$ cat config.mk
export PLATFORM = sky130hd
export DESIGN_NAME = i2c_addr_status
export DESIGN_NICKNAME = d
export VERILOG_FILES = /design/src/rtl/i2cst_pkg.sv /design/src/rtl/i2cst_bit_tracker.sv /design/src/rtl/i2cst_addr_decode.sv /design/src/rtl/i2cst_flag_regs.sv /design/src/rtl/i2c_addr_status.sv
export SDC_FILE = /design/constraint.sdc
export NUM_CORES = 1
export LEC_CHECK = 0
export ABC_AREA = 0
export BUFFER_PORTS_ARGS = -buffer_cell sky130_fd_sc_hd__buf_2
export CAP_MARGIN = 20
export CORE_UTILIZATION = 45
export CTS_CLUSTER_SIZE = 12
export DETAILED_ROUTE_END_ITERATION = 7
export PLACE_DENSITY = 0.71
export SYNTH_ARGS = -nofsm -noshare
export SYNTH_HDL_FRONTEND = slang
export SYNTH_SLANG_ARGS = --single-unit
export TNS_END_PERCENT = 50
$ cat constraint.sdc
create_clock -name clk -period 1.7 [get_ports clk]
set_input_delay 0.17 -clock clk [delete_from_list [all_inputs] [get_ports clk]]
set_output_delay 0.17 -clock clk [all_outputs]
set_load 0.005 [all_outputs]
$ cat src/rtl/i2cst_pkg.sv
// Shared types for the address-phase status tracker.
// Assumes: one decode result is produced per address byte.
package i2cst_pkg;
    typedef struct packed {
        logic strobe;     // address byte is complete this cycle
        logic ext_hit;    // upper bits are all-0 or all-1
        logic match_hit;  // address equals the local address
        logic rw;         // direction bit (LSB of the byte)
    } addr_dec_t;
endpackage

$ cat src/rtl/i2cst_bit_tracker.sv
// Counts SCL clocks of the first byte after a START and shifts in the
// received bits. It stops counting after the 9th clock until the next START.
// Assumes: scl_rise and scl_fall are single-cycle pulses, one per bus edge.
module i2cst_bit_tracker #(
    parameter int BYTE_BITS = 8
) (
    input  logic                 clk,
    input  logic                 rst_n,
    input  logic                 enable,
    input  logic                 ev_start,
    input  logic                 ev_stop,
    input  logic                 scl_rise,
    input  logic                 scl_fall,
    input  logic                 sda_in,
    output logic [BYTE_BITS-1:0] byte_val,
    output logic                 byte_strobe,
    output logic                 phase_done
);
    localparam int ACK_POS = BYTE_BITS + 1;
    localparam int DONE    = BYTE_BITS + 2;
    localparam int CW      = $clog2(DONE + 1);

    logic [CW-1:0]        cnt;
    logic [BYTE_BITS-2:0] shreg;
    logic                 in_byte;

    assign in_byte = (cnt != '0) && (cnt <= CW'(BYTE_BITS));

    // Clock counter: 0 = idle, 1..9 = current clock, DONE = byte finished
    always_ff @(posedge clk) begin
        if (!rst_n || !enable || ev_stop)
            cnt <= '0;
        else if (ev_start)
            cnt <= CW'(1);
        else if (scl_fall && cnt != '0 && cnt <= CW'(ACK_POS))
            cnt <= cnt + CW'(1);
    end

    // Shift register collects the data bits, MSB first
    always_ff @(posedge clk) begin
        if (!rst_n)
            shreg <= '0;
        else if (scl_rise && in_byte)
            shreg <= {shreg[BYTE_BITS-3:0], sda_in};
    end

    assign byte_val    = {shreg, sda_in};
    assign byte_strobe = enable && !ev_start && !ev_stop && scl_rise && (cnt == CW'(BYTE_BITS));
    assign phase_done  = (cnt == CW'(DONE));


    done_hold_chk: assert property (@(posedge clk) disable iff (!rst_n)
        (phase_done && enable && !ev_start && !ev_stop) |=> phase_done);
endmodule

$ cat src/rtl/i2cst_addr_decode.sv
// Decodes a complete address byte: extension-code pattern, local-address
// compare and direction bit.
// Assumes: byte_val is valid in the cycle byte_strobe is high.
module i2cst_addr_decode
    import i2cst_pkg::*;
#(
    parameter int ADDR_BITS = 7,
    parameter int EXT_BITS  = 4
) (
    input  logic [ADDR_BITS:0]   byte_val,
    input  logic                 byte_strobe,
    input  logic [ADDR_BITS-1:0] local_addr,
    output addr_dec_t            dec
);
    logic [EXT_BITS-1:0] upper;

    // Combinational compare of the assembled byte
    always_comb begin
        upper         = byte_val[ADDR_BITS -: EXT_BITS];
        dec.strobe    = byte_strobe;
        dec.ext_hit   = byte_strobe && ((&upper) || !(|upper));
        dec.match_hit = byte_strobe && (byte_val[ADDR_BITS:1] == local_addr);
        dec.rw        = byte_val[0];
    end
endmodule

$ cat src/rtl/i2cst_flag_regs.sv
// Holds the extension, match and transmit flags with their set and clear
// rules. A clear always wins over a set in the same cycle.
// Assumes: event inputs are single-cycle pulses; arb_lost and enable are levels.
module i2cst_flag_regs
    import i2cst_pkg::*;
(
    input  logic      clk,
    input  logic      rst_n,
    input  logic      enable,
    input  logic      is_master,
    input  logic      ev_start,
    input  logic      ev_stop,
    input  logic      exit_req,
    input  logic      wait_release,
    input  logic      arb_lost,
    input  addr_dec_t dec,
    output logic      flag_ext,
    output logic      flag_match,
    output logic      flag_tx
);
    logic en_q, arb_q;
    logic en_fall, arb_rise, comm_clr;
    logic ext_d, match_d, tx_d, tx_set, tx_clr, dir_clr;

    // Edge detectors for the enable and arbitration-lost levels
    always_ff @(posedge clk) begin
        if (!rst_n) begin
            en_q  <= 1'b0;
            arb_q <= 1'b0;
        end else begin
            en_q  <= enable;
            arb_q <= arb_lost;
        end
    end

    assign en_fall  = en_q && !enable;
    assign arb_rise = arb_lost && !arb_q;
    assign comm_clr = ev_start || ev_stop || exit_req || en_fall;

    // Next state of the address flags; a clear beats the decode set
    always_comb begin
        ext_d   = comm_clr ? 1'b0 : (dec.ext_hit   ? 1'b1 : flag_ext);
        match_d = comm_clr ? 1'b0 : (dec.match_hit ? 1'b1 : flag_match);
    end

    // Next state of the direction flag with separate master and slave rules
    always_comb begin
        tx_set  = (is_master && ev_start && enable) ||
                  (!is_master && dec.strobe && dec.rw && (ext_d || match_d));
        dir_clr = dec.strobe && (is_master ? dec.rw : !dec.rw);
        tx_clr  = ev_stop || exit_req || en_fall || wait_release || arb_rise ||
                  dir_clr || (!is_master && ev_start) ||
                  (!is_master && !ext_d && !match_d);
        tx_d    = tx_clr ? 1'b0 : (tx_set ? 1'b1 : flag_tx);
    end

    // Flag registers
    always_ff @(posedge clk) begin
        if (!rst_n) begin
            flag_ext   <= 1'b0;
            flag_match <= 1'b0;
            flag_tx    <= 1'b0;
        end else begin
            flag_ext   <= ext_d;
            flag_match <= match_d;
            flag_tx    <= tx_d;
        end
    end


    start_clr_chk: assert property (@(posedge clk) disable iff (!rst_n)
        ev_start |=> (!flag_ext && !flag_match));

    exit_clr_chk: assert property (@(posedge clk) disable iff (!rst_n)
        exit_req |=> (!flag_ext && !flag_match && !flag_tx));

    stop_clr_chk: assert property (@(posedge clk) disable iff (!rst_n)
        (ev_stop || wait_release) |=> !flag_tx);
endmodule

$ cat src/rtl/i2c_addr_status.sv
// Top of the address-phase status tracker. It connects the bit tracker,
// the address decoder and the flag registers, and gates the SDA driver
// enable with the transmit flag.
// Assumes: the bus front end gives single-cycle START, STOP and SCL-edge pulses.
module i2c_addr_status
    import i2cst_pkg::*;
#(
    parameter int ADDR_BITS = 7,
    parameter int EXT_BITS  = 4
) (
    input  logic                 clk,
    input  logic                 rst_n,
    input  logic                 enable,
    input  logic                 is_master,
    input  logic [ADDR_BITS-1:0] local_addr,
    input  logic                 ev_start,
    input  logic                 ev_stop,
    input  logic                 scl_rise,
    input  logic                 scl_fall,
    input  logic                 sda_in,
    input  logic                 arb_lost,
    input  logic                 exit_req,
    input  logic                 wait_release,
    output logic                 flag_ext,
    output logic                 flag_match,
    output logic                 flag_tx,
    output logic                 sda_oe
);
    localparam int BYTE_BITS = ADDR_BITS + 1;

    logic [BYTE_BITS-1:0] byte_val;
    logic                 byte_strobe, phase_done;
    addr_dec_t            dec;

    i2cst_bit_tracker #(.BYTE_BITS(BYTE_BITS)) u_track (
        .clk(clk), .rst_n(rst_n), .enable(enable),
        .ev_start(ev_start), .ev_stop(ev_stop),
        .scl_rise(scl_rise), .scl_fall(scl_fall), .sda_in(sda_in),
        .byte_val(byte_val), .byte_strobe(byte_strobe), .phase_done(phase_done)
    );

    i2cst_addr_decode #(.ADDR_BITS(ADDR_BITS), .EXT_BITS(EXT_BITS)) u_dec (
        .byte_val(byte_val), .byte_strobe(byte_strobe),
        .local_addr(local_addr), .dec(dec)
    );

    i2cst_flag_regs u_flags (
        .clk(clk), .rst_n(rst_n), .enable(enable), .is_master(is_master),
        .ev_start(ev_start), .ev_stop(ev_stop), .exit_req(exit_req),
        .wait_release(wait_release), .arb_lost(arb_lost), .dec(dec),
        .flag_ext(flag_ext), .flag_match(flag_match), .flag_tx(flag_tx)
    );

    // Driver enable: transmit status after the first byte's 9th clock
    assign sda_oe = flag_tx && phase_done;


    oe_edge_chk: assert property (@(posedge clk) disable iff (!rst_n)
        $rose(sda_oe) |-> ($past(scl_fall) && flag_tx));
endmodule

==> summary.txt, run 1 <==
Global routing
  • Met2 usage: 0.2944
  • Largest net degree at the start of global routing: 12
  • Global-route wire length before repair: 2863 µm
  • Gr usage total: 0.1891
  • Initial antenna violation count: 0
  • Met3 Usage GRT: 0.05769
  • Most Used Layer, Global Route: met2
  • M1 GR Usage: 0.2541
  • GRT overflow: 0
  • Vias in the first global route: 672

Pwr
  • Overall power: 711.3 µW
  • Combinational Power Share: 0.107
  • Internal power: 547.5 µW
  • Pwr/cell area: 630.3 nW/µm²
  • IR drop worst, VDD: 604.7 µV
  • Sw Ratio: 0.2303
  • Sequential share of power: 0.535
  • Switching power: 163.8 µW
  • Static Leak: 0.5034 nW
  • Clk pwr share: 0.357

Cells and area
  • Sequential Area: 322.8 µm²
  • Fillcell total: 162
  • Final #Nets: 146
  • Share of cells above drive strength 1: 0.3689
  • Area Growth Syn to Fin: 24.76%
  • Fin util: 0.6264
  • Antenna diodes: 0
  • Multi-input logic area: 566.8 µm²

Drt
  • First drt pass iteration count: 4
  • DR WL/cell: 12.59 µm
  • Final WL: 1850 µm
  • DR iter-0 viols: 10
  • Post-route ant nets: 0
  • Vias: 745
  • DR DRC count: 0
  • Vias per inst: 5.068

Timing
  • Setup TNS: 0 ns
  • Share of the cycle needed by the critical path after routing: 0.9376
  • Setup violations, final: 0
  • Max-slew violations: 0
  • Final hold slack: 0.09211 ns
  • Layout Skew: 0.0007571 ns
  • Final Hold Vio Count: 0
  • Min cycle time layout: 1.594 ns
  • Slew HR: 0.7462
  • Highest clock rate: 0.6274 GHz
  • Setup WS post-layout: 0.1061 ns
  • Worst-Margin Slew: 0.3800 ns

Worst setup path
  • Type of the worst setup path: reg2reg
  • Crit. End Element: flop
  • Worst path cell trace: inv_1, ha_2, nor4b_2, and4_2, a2111o_1, o31ai_2
  • Critical Path RT: 1.91 ns
  • CP arrival: 1.81 ns
  • Critical path's slowest cell: a2111o_1
  • Crit-path max FO: 4
  • Slowest cell delay on critical path: 0.42 ns
  • Startpoint Class: flop

Synthesis
  • Register area share after synthesis: 0.3541
  • Mapped Cells: 94
  • Syn. warnings: 0
  • Synth top area share: 0.3541
  • Cell Area, Synth: 904.6 µm²
  • Synthesized flop and latch total: 16
  • Post-synth top area cell: dfxtp_1
  • Syn_nets: 117
  • Distinct cell type count after synthesis: 35
  • Synth area leaders: dfxtp_1 35%, mux2i_1 7.7%, ha_1 5.5%
  • Mean Syn Cell Area: 9.624 µm²

Floorplan
  • Initial Util: 0.5021
  • # IOs: 23
  • Die area: 2194 µm²
  • Die Ht: 46.84 µm
  • Die Wd: 46.84 µm
  • CORE AREA: 1802 µm²
  • Rows: 15

Min path
  • Worst hold path type: in2reg

Place
  • Final GP Congestion: 0.7510
  • Port Buffer Count: 22
  • Pre-CTS setup slack: 0.03130 ns
  • Hpwl dp: 1355 µm

Clock network
  • Clock root cell: clkbuf_4
  • CTS tree: done
  • CTS HTree Levels: 1
  • Clk buf depth: 2
  • Inserted Clock Buffers: 3
  • Sink Count: 16
  • Skew-Pair Late Insertion Delay: 0.29 ns
  • CTS clk-pin slew, worst paths: 0.09 ns

Status
  • Status: finished clean

Job
  • Max cap viols: 0
## what timing repair did
item	CTS	global route
hold buffers	0	0
hold endpoints to repair	0	0
endpoints found under the setup margin	1	12
pin swaps	1	1
setup buffers	0	2
gates resized for setup	0	5
## power by group through the flow
stage	sequential [mW]	combinational (mW)	clock [mW]
after CTS	0.381	0.0749	0.257
after detailed placement	0.389	0.0742	0
after floorplan	0.389	0.0373	0
after global routing	0.381	0.0843	0.275
final	0.381	0.0764	0.254
after global placement	0.389	0.0736	0
## layout make-up
cell class                 count  area share
clock buffer                   4     0.03215
inverter                       5     0.01663
multi-input combinational     71      0.5022
sequential                    16      0.2860
tap                           25     0.02772
timing repair buffer          26      0.1353
## cell usage in the layout, fill, tap and decap left out, types with 3 or more instances in the layout
cell / n
a21oi_1: 3
mux2i_1: 7
xnor2_1: 5
nor2_1: 9
nand2_1: 3
buf_2: 22
ha_1: 3
nor2b_1: 8
xor2_1: 4
clkbuf_4: 3
inv_1: 4
dfxtp_1: 14
buf_4: 3
nand4_1: 3
## critical path, delay by kind of cell (launching register included)
family | cells | cell delay [ns]
buffers and inverters | 1 | 0.06
DFF | 1 | 0.36
adders and majority gates | 1 | 0.20
AOI/OAI and AO/OA | 2 | 0.48
and+or+nand+nor | 2 | 0.42
## flip-flops by register name, indices dropped and copies added, names as in the netlist
name                flops
u_track.shreg           7
u_track.cnt             4
u_flags.arb_q           1
u_flags.en_q            1
u_flags.flag_ext        1
u_flags.flag_match      1
u_flags.flag_tx         1
## metrics by stage
step | std cells | cell area (µm²)
finish | 147 | 1129
CTS | 145 | 1099
floorplan | 94 | 904.6
global placement | 141 | 1062
global route | 147 | 1129
detailed placement | 141 | 1062
## path summary, 6_finish.rpt
kind / start / endpoint / slack (ns) / cells after the start
worst max-delay path: u_track.cnt[0] / u_flags.flag_tx / 0.11 / 6
worst min-delay path: arb_lost / u_flags.arb_q / 0.09 / 2
worst max register to register: u_track.cnt[0] / u_flags.flag_tx / 0.11 / 6
worst min register to register: u_flags.flag_ext / u_flags.flag_ext / 0.51 / 2
## per-layer routing
metal,part of all wire,vias to the layer above
met3,0.047,4
met4,0.011,0
li1,-,396
met1,0.50,323
met5,0,-
met2,0.44,22
## cells in the mapped netlist
cell,count
nand3_1,1
a2111oi_2,1
buf_4,1
xnor2_1,5
nor2b_1,8
inv_1,4
and4_2,1
nand2_1,3
ha_1,4
and4b_1,1
a2111o_1,1
nor3b_1,2
a41oi_1,1
or4_4,1
nor2_1,9
a21oi_2,1
dfxtp_1,16
or2_2,1
nor3_1,2
o21bai_1,1
nor4_4,1
a31oi_1,2
mux2i_1,7
o21ai_0,1
nand3b_1,1
nor4b_2,1
nand4_1,3
a211oi_2,1
nand4b_1,1
clkbuf_1,1
inv_2,1
o31ai_2,1
and2_1,2
a21oi_1,3
xor2_1,4
## cell families after synthesis
kind of cell,after synthesis,share of synthesized area
and+or+nand+nor,38,0.2725
DFF,16,0.3541
AOI/OAI and AO/OA,13,0.1203
xor gates and xnor gates,9,0.08713
buffers and inverters,7,0.03319
muxes,7,0.07746
adders and majority gates,4,0.05533
(Power assumes the default switching activity.)
==> run 2: changes to the inputs <==
Settings changed: SYNTH_HIERARCHICAL set to 1.
==> run 2 against run 1 <==
  * Non-clock buffer count grew 3
  * Sequential power barely moved
  * Global-route usage shrank 1.0 points
  * Combinational power increased by 2.9%
  * Register-to-register slack got worse by 0.06 ns
  * Cell count increased by 8.2%
  * Wire length increased by 6.6%
  * Area after synthesis rose by 3.2%
==> summary.txt, run 2 <==
Timing
  • Slew HR: 0.8515 (+0.1053)
  • Worst-Margin Slew: 0.2209 ns (-0.1591 ns)
  • Max-slew violations: 0 (unchanged)
  • Highest clock rate: 0.6059 GHz (-3.4%)
  • RSZ-0062 raised after global routing: true
  • Min cycle time layout: 1.650 ns (+0.05659 ns)
  • Share of the cycle needed by the critical path after routing: 0.9709 (+0.03329)
  • Layout Skew: 0.0008782 ns (+0.0001212 ns)
  • Final Hold Vio Count: 0 (unchanged)
  • Setup violations, final: 0 (unchanged)

Place
  • Hpwl dp: 1469 µm (+8.4%)
  • Port Buffer Count: 22 (unchanged)
  • Placed cell count: 154 (+9.2%)
  • Final GP Congestion: 0.8525 (+14%)

Worst setup path
  • Cell depth of the worst flop-to-flop path: 9 (+3)
  • Crit-path max FO: 4 (unchanged)
  • Crit. End Element: flop
  • CP arrival: 1.89 ns (+0.08 ns)
  • Worst path cell trace: inv_4, ha_4, nand4b_1, nor3_2, nand4_1, nor2_2, nor4_2, o21bai_1, and4bb_2
  • Type of the worst setup path: reg2reg
  • Critical Path RT: 1.94 ns (+0.03 ns)
  • Startpoint Class: flop
  • Critical path's slowest cell: dfxtp_2
  • Slowest cell delay on critical path: 0.35 ns (-0.07 ns)

Min path
  • Worst hold path type: in2reg
  • Hold Crit Depth: 2 (unchanged)

Clock network
  • Sink Count: 16 (unchanged)
  • Clk buf depth: 2 (unchanged)
  • CTS HTree Levels: 1 (unchanged)
  • Skew-Pair Late Insertion Delay: 0.28 ns (about the same)
  • CTS clk-pin slew, worst paths: 0.09 ns (about the same)
  • Inserted Clock Buffers: 3 (unchanged)
  • CTS tree: done
  • Hold bufs inserted after CTS: 0 (unchanged)
  • Clock root cell: clkbuf_4

Floorplan
  • Die area: 2261 µm² (+3.1%)
  • Initial Util: 0.4758 (-0.02632)
  • Die Wd: 47.55 µm (+1.5%)
  • CORE AREA: 1962 µm² (+8.9%)
  • Rows: 16 (+1)
  • # IOs: 23 (unchanged)
  • Die Ht: 47.55 µm (+1.5%)

Synthesis
  • Most numerous cell in the Yosys netlist: dfxtp_1
  • Cell Area, Synth: 933.4 µm² (+3.2%)
  • Mapped Cells: 105 (+12%)
  • Post-synth top area cell: dfxtp_1
  • Synth Flop Type: dfxtp_1
  • Syn_nets: 129 (+10%)
  • Register area share after synthesis: 0.3432 (-0.01092)
  • Synth area leaders: dfxtp_1 34%, mux2i_1 7.5%, ha_1 6.7%
  • EDFF count, synth: 0 (unchanged)
  • Synth top cells by count: 16 x dfxtp_1, 9 x nand2_1, 8 x nor2_1
  • Synth top area share: 0.3432 (-0.01092)
  • Distinct cell type count after synthesis: 37 (+5.7%)
  • Mean Syn Cell Area: 8.889 µm² (-7.6%)
  • Synthesized flop and latch total: 16 (unchanged)
  • Syn. warnings: 6 (+6)
  • Asr flop ratio synth: 0 (unchanged)

Cells and area
  • Final #Nets: 158 (+8.2%)
  • Register name with the most flops: u_track/shreg
  • Area Growth Syn to Fin: 22.92%
  • Biggest regs: u_track/shreg (7), u_track/cnt (4)
  • Fin util: 0.5848 (-0.04157)
  • Most common cell after layout, fill and taps aside: buf_2
  • Antenna diodes: 0 (unchanged)
  • Largest register FFs: 7 (unchanged)
  • Final cell count without fillers: 159 (+8.2%)
  • Share of cells above drive strength 1: 0.3485 (-0.02037)
  • Most frequent cells in the layout: 22 x buf_2, 15 x dfxtp_1, 9 x nand2_1

Drt
  • DR WL/cell: 12.41 µm (-1.4%)
  • Post-route ant nets: 0 (unchanged)
  • First drt pass iteration count: 4 (unchanged)
  • Final WL: 1973 µm (+6.6%)
  • Vias: 818 (+9.8%)
  • Vias per inst: 5.145 (+1.5%)
  • DR iter-0 viols: 18 (+8)
  • DR DRC count: 0 (unchanged)

Global routing
  • Initial antenna violation count: 0 (unchanged)
  • Global-route wire length before repair: 2773 µm (-3.1%)
  • Gr usage total: 0.1791 (-0.01001)
  • GRT overflow: 0 (unchanged)
  • Vias in the first global route: 663 (-1.3%)
  • Largest net degree at the start of global routing: 14 (+2)

Pwr
  • IR drop worst, VDD: 415.3 µV (-31%)
  • Pwr/cell area: 574.6 nW/µm² (-8.8%)
  • Static Leak: 0.5067 nW (+0.66%)

Status
  • Status: finished clean

Job
  • Max cap viols: 0 (unchanged)
==> run 2: changes by cell type after synthesis, sizes merged, moves of 2 or more <==
| cell | change |
|---|---|
| buf | +4 |
| xor2 | -3 |
| inv | +2 |
| nor3b | -2 |
| xnor2 | +3 |
| nand2 | +7 |
| nor2b | -6 |
| nor3 | +3 |
| nand3 | +2 |
| nand2b | +3 |
==> run 2: final timing paths <==
check / start / to / slack, ns
hold / removal: arb_lost / u_flags/arb_q / 0.1
setup / recovery: u_track/cnt[1] / u_flags/flag_tx / 0.05
setup reg to reg: u_track/cnt[1] / u_flags/flag_tx / 0.05
hold reg to reg: u_track/shreg[6] / u_track/shreg[6] / 0.50
==> run 2: logic make-up after synthesis <==
logic type / after synthesis / synth area share
AO/OA/AOI/OAI: 14 / 0.1072
XOR/XNOR: 9 / 0.09250
adder cells (fa/ha/maj): 5 / 0.06702
buffers and inverters: 12 / 0.06970
flip-flops: 16 / 0.3432
multiplexers: 7 / 0.07507
AND/OR/NAND/NOR: 42 / 0.2453
==> run 2: repair_timing <==
action	CTS	global route
buffers inserted	0	2
setup endpoints to repair	1	1
cloned	0	0
resized for setup	1	9
pin swaps	0	6
==> run 2: metal layers <==
layer	vias up	share of wire	track usage
li1	417	-	-
met5	-	0	0
met3	4	0.039	0.03396
met2	20	0.49	0.2959
met4	0	0.017	0.1000
met1	377	0.45	0.2182
==> run 2: worst max-delay path, delay by kind of cell, from the launching register on <==
family	cells	cell delay, ns
compound gates	1	0.13
fa+ha+maj	1	0.13
buf+inv	1	0.07
flops	1	0.35
simple gates	6	0.92
==> run 2: power by group <==
group	internal [mW]	switching, mW
sequential	0.378	0.00135
combinational	0.0388	0.0398
clock	0.0823	0.119
total	0.499	0.160
==> run 2: layout make-up <==
type | instances | area [µm²]
sequential | 16 | 321.6
clock buffer | 3 | 22.52
inverter | 7 | 28.78
fill | 188 | 814.5
tap | 27 | 33.78
timing repair buffer | 29 | 162.7
multi-input combinational | 77 | 578.1
==> run 2: metrics by stage <==
step	TNS [ns]	power [mW]	setup WS (ns)	area, µm²	hold WS [ns]
finish	0	0.6592	0.04953	1147	0.09970
global route	-0.05962	0.6887	-0.05962	1147	0.09629
CTS	0	0.6679	0.04216	1104	0.08911
detailed placement	-0.02517	0.4629	-0.02517	1076	0.3957
global placement	0	0.4616	0.05343	1076	0.3937
floorplan	0	0.4283	0.08940	933.4	0.2493
